`src/rtl/cp_exec.sv`:
```
module cp_exec (
  input  logic        clk,
  input  logic        rst_n,
  input  logic        insn_valid,
  input  logic [31:0] insn,
  input  logic [10:0] pc,
  output logic [10:0] next_pc,
  output logic        wb_en,
  output logic [1:0]  wb_sel,
  output logic [15:0] wb_data,
  output logic        zero_flag,
  output logic        ovf_flag
);

  localparam logic [3:0] MAJ_ALU = 4'd7;
  localparam logic [3:0] MAJ_BR  = 4'd8;

  logic [15:0] gpr [4];

  logic [3:0]  major;
  logic [2:0]  sub;
  logic [3:0]  sel;
  logic        is_alu, is_br;
  logic [15:0] op_a, op_b;
  logic [15:0] res;
  logic        res_ovf, sel_ok;

  assign major  = insn[31:28];
  assign sub    = insn[27:25];
  assign sel    = insn[24:21];
  assign is_alu = (major == MAJ_ALU) && (sub == 3'd0 || sub == 3'd1);
  assign is_br  = (major == MAJ_BR);
  assign op_a   = gpr[insn[3:2]];
  assign op_b   = (sub == 3'd1) ? insn[19:4] : gpr[insn[5:4]];

  always_comb begin
    res     = '0;
    res_ovf = 1'b0;
    sel_ok  = 1'b1;
    case (sel)
      4'd0: {res_ovf, res} = {1'b0, op_a} + {1'b0, op_b};
      4'd1: begin
        res     = op_a - op_b;
        res_ovf = op_a < op_b;
      end
      4'd2: res = op_a & op_b;
      4'd3: res = op_a | op_b;
      4'd4: res = op_b;
      4'd5: res = op_a << op_b;
      4'd6: res = op_a >> op_b;
      default: sel_ok = 1'b0;
    endcase
  end

  assign wb_en   = insn_valid && is_alu && sel_ok;
  assign wb_sel  = insn[1:0];
  assign wb_data = res;

  always_ff @(posedge clk or negedge rst_n) begin
    if (!rst_n) begin
      for (int i = 0; i < 4; i++) gpr[i] <= '0;
      zero_flag <= 1'b0;
      ovf_flag  <= 1'b0;
    end else if (wb_en) begin
      gpr[wb_sel] <= res;
      zero_flag   <= (res == 16'd0);
      ovf_flag    <= res_ovf;
    end
  end

  logic [10:0] abs_tgt, rel_tgt, seq_pc;
  logic [6:0]  rel_mag;
  logic        abs_take, rel_take, take;

  assign seq_pc  = pc + 11'd1;
  assign abs_tgt = insn[21] ? gpr[insn[1:0]][10:0] : insn[12:2];
  assign rel_mag = insn[23:17];
  assign rel_tgt = insn[24] ? pc - {4'd0, rel_mag} : pc + {4'd0, rel_mag};

  always_comb begin
    case (insn[24:22])
      3'd0:    abs_take = 1'b1;
      3'd1:    abs_take = zero_flag;
      3'd2:    abs_take = ovf_flag;
      default: abs_take = 1'b0;
    endcase
  end

  assign rel_take = insn[16] ? (gpr[0] >= insn[15:0]) : (gpr[0] < insn[15:0]);
  assign take = is_br && ((sub == 3'd0 && abs_take) || (sub == 3'd1 && rel_take));

  always_comb begin
    if (!insn_valid)  next_pc = pc;
    else if (!take)   next_pc = seq_pc;
    else if (sub == 3'd0) next_pc = abs_tgt;
    else              next_pc = rel_tgt;
  end

endmodule


```
`config.mk`:
```
export PLATFORM = sky130hd
export DESIGN_NAME = cp_exec
export DESIGN_NICKNAME = d
export VERILOG_FILES = /design/src/rtl/cp_exec.sv
export SDC_FILE = /design/constraint.sdc
export NUM_CORES = 1
export LEC_CHECK = 0
export BUFFER_PORTS_ARGS = -buffer_cell sky130_fd_sc_hd__buf_2
export CAP_MARGIN = 20
export CELL_PAD_IN_SITES_DETAIL_PLACEMENT = 1
export CELL_PAD_IN_SITES_GLOBAL_PLACEMENT = 1
export CORE_MARGIN = 2
export CORE_UTILIZATION = 50
export DETAILED_ROUTE_END_ITERATION = 8
export PLACE_DENSITY = 0.86
export SLEW_MARGIN = 20
export SYNTH_ARGS = -nofsm -noshare
export SYNTH_HDL_FRONTEND = slang
export SYNTH_SLANG_ARGS = --single-unit
```
`constraint.sdc`:
```
create_clock -name clk -period 9.6 [get_ports clk]
set_input_delay 0.48 -clock clk [delete_from_list [all_inputs] [get_ports clk]]
set_output_delay 0.48 -clock clk [all_outputs]
set_load 0.02 [all_outputs]
```
==> impl_results.md <==
* Clock power frac at 36.0%
* Routed len/inst at 27.6 um
* Placed cell areas at 0.00949 mm2
* Post-synthesis sequential area ratio at 18.2%
* N_diodes at 0
* Post-detailed-routing wire length at 37900 um
* Placer Congestion at 0.989
* Cell taking the most area after synthesis: dfrtp_1
* Max-cap viol count at 0
* Switching part of the total at 35.9%
* Pwr Density at 93.5 mW/mm2
* Status: complete, no violations
* Antenna violations before repair at 0
* VDD IR max at 0.115 mV
* Mapped Area at 0.00905 mm2
* Dpl ws at 3.64 ns
* Worst-Margin Slew at 1.08 ns
* Worst Path Arrival at 5.47 ns
* Part of the power in registers at 31.4%
* Peak fanout along the critical path at 41
* Initial DRC count at 1171
* Drt pass-1 iters at 7
* First-pass GRT wire length at 58400 um
* Layout area overhead at 8.31%
* Ys Warns at 0
* Final setup margin at 3.65 ns
* Delay-heaviest family, CP: compound AO/OA/AOI/OAI gates
* Fin. Hold Viols at 0
* Post-synth ARST share at 100%
* Cell Int Power at 0.000588 W
* Syn avg cell area at 8.17 um2
* FMAX at 0.168 GHz
* Leakage at 4.55 nW
* Post-synth top cells: a21oi_1, nand2_1, ha_1, nor2_1, inv_1
* Skew final at 0.00820 ns
* Synth top area share at 18.2%
* CP max stage cell: a2111oi_0
* Vias/cell at 7.14
* Initial Utilization at 50.7%
* Crit Path Category: input pin to primary output
* Skew-Pair Late Insertion Delay at 0.34 ns
* Number of H-tree levels at 3
* Worst path cell trace: buf_2, inv_2, a2111oi_0, nor2_2, buf_4, inv_2, fa_1, o21bai_1, nand3_1, a31o_2, o31ai_1, o41ai_1, nand4_1, nand2_1, xnor2_1, o21ai_1, buf_2
* WHS at 0.346 ns
* Worst slew margin at 27.9%
* Startpoint types: input pin
* Hold Crit Class: input pin to async pin
* CTS sink count at 66
* Non-filler cells in the finished layout at 1370
* Total track usage at 39.0%
* Pins Over Slew Limit at 0
* Setup crit start: insn[4]
* Comb power frac at 32.6%
* Max incr delay on CP at 0.75 ns
* Via Count at 9783
* Clock Path Buffers at 2
* Final nets at 1267
* Most numerous cell in the Yosys netlist: a21oi_1
* Area contributors post-synth: dfrtp_1, ha_1, mux4_2
* Design area at 0.00980 mm2
* Endpoints failing setup at 0
* CP endpoint kind: primary output
* Port buffer count at 77
* CTS buffer count at 9
* CTS Hold Bufs at 0
* Remaining DRCs at 0
* Die W at 139 um
* Setup Buffers After CTS at 0
* CTS Root Cell: clkbuf_16
* RSZ-0062 raised after global routing: false
* Part of the cycle the worst path needs at 62.0%
* Post-Synthesis Cells at 1108
* DIE HEIGHT at 139 um
* Post-synth EDFFs at 0
* CTS resizes at 0
* Minimum clock period at 5.95 ns
* CP required at 9.12 ns
* Most used DFF post-synth: dfrtp_1
* Num rows at 49
* DIE AREA at 0.0192 mm2
* Core area at 0.0178 mm2
* Final HPWL DP at 28200 um
* # placed instances at 1355
* Number of synthesized register bits at 66
* Share of cells above drive strength 1 at 19.1%
* Library cells used by synthesis at 86
* Mapped Nets at 1238
* Net Sw Power at 0.000329 W
* Total negative slack at 0 ns
* Top Ports at 78
* CTS tree: done
* Antenna viol nets, final at 0
* Aggregate global routing overflow at 0
* Largest net degree at the start of global routing at 67
* Clk slew on worst S/H paths at 0.06 ns
* Number of global-route vias before repair at 9838
* Buf/Inv on CP at 5
* Worst reg2reg startpoint: gpr[1]$_DFFE_PN0P_
power by group through the flow:
stage	sequential [W]	combinational (W)	clock, W
floorplan	0.000290	0.000191	0
global placement	0.000291	0.000275	0
detailed placement	0.000292	0.000285	0
CTS	0.000287	0.000289	0.000332
global route	0.000288	0.000318	0.000344
finish	0.000288	0.000299	0.000330
placed cells by master, fill, tap and decap left out, drive strengths merged, types with 20 or more instances in the layout:
cell type and n:
a211oi 22, a21oi 105, buf 91, dfrtp 66, ha 81, inv 78
mux2 48, mux4 40, nand2 89, nand3 53, nor2 83, nor3 24
o21ai 91, xnor2 20
flip-flops by register name, indices dropped and copies added (netlist names):
signal	flops
zero_flag	1
gpr	64
ovf_flag	1
kinds of logic (layout without fill, tap and decap cells):
| logic type | Yosys count | count (layout) | synth area share (%) |
|---|---|---|---|
| multiplexers | 102 | 102 | 17.6 |
| AND/OR/NAND/NOR | 323 | 323 | 17.3 |
| flip-flops | 66 | 66 | 18.2 |
| XOR/XNOR | 24 | 24 | 2.32 |
| buffers and inverters | 152 | 185 | 7.20 |
| AO/OA/AOI/OAI | 357 | 357 | 25.5 |
| adder cells (fa/ha/maj) | 84 | 84 | 11.9 |
routing by layer:
layer,GRT usage (%),share of wire [%],vias to the layer above
met5,0,0,-
li1,-,-,4187
met1,50.2,38,4731
met4,24.1,7.1,0
met2,59.6,44,692
met3,9.22,11,173
cell type report:
| class | instances | area [um2] |
|---|---|---|
| Clock buffer | 12 | 246 |
| Clock inverter | 3 | 40.0 |
| Fill cell | 2185 | 8040 |
| Inverter | 79 | 297 |
| Multi-Input combinational cell | 890 | 6790 |
| Sequential cell | 66 | 1650 |
| Tap cell | 229 | 287 |
| Timing Repair Buffer | 91 | 490 |
final timing paths:
path	endpoint	slack [ns]	cells past startpoint
max in group asynchronous	ovf_flag$_DFFE_PN0P_	8.67	2
min	gpr[50]$_DFFE_PN0P_	0.35	2
min reg2reg	gpr[31]$_DFFE_PN0P_	0.52	1
min in group clk	gpr[31]$_DFFE_PN0P_	0.52	1
max	wb_data[14]	3.65	17
max reg2reg	zero_flag$_DFFE_PN0P_	4.15	18
per-stage QoR:
step	utilization (%)	total power (W)
floorplan	-	0.000482
global placement	53.2	0.000566
detailed placement	53.2	0.000577
CTS	54.8	0.000909
global route	54.9	0.000950
finish	54.9	0.000917
Note: power is estimated with default switching activity, not from simulation.
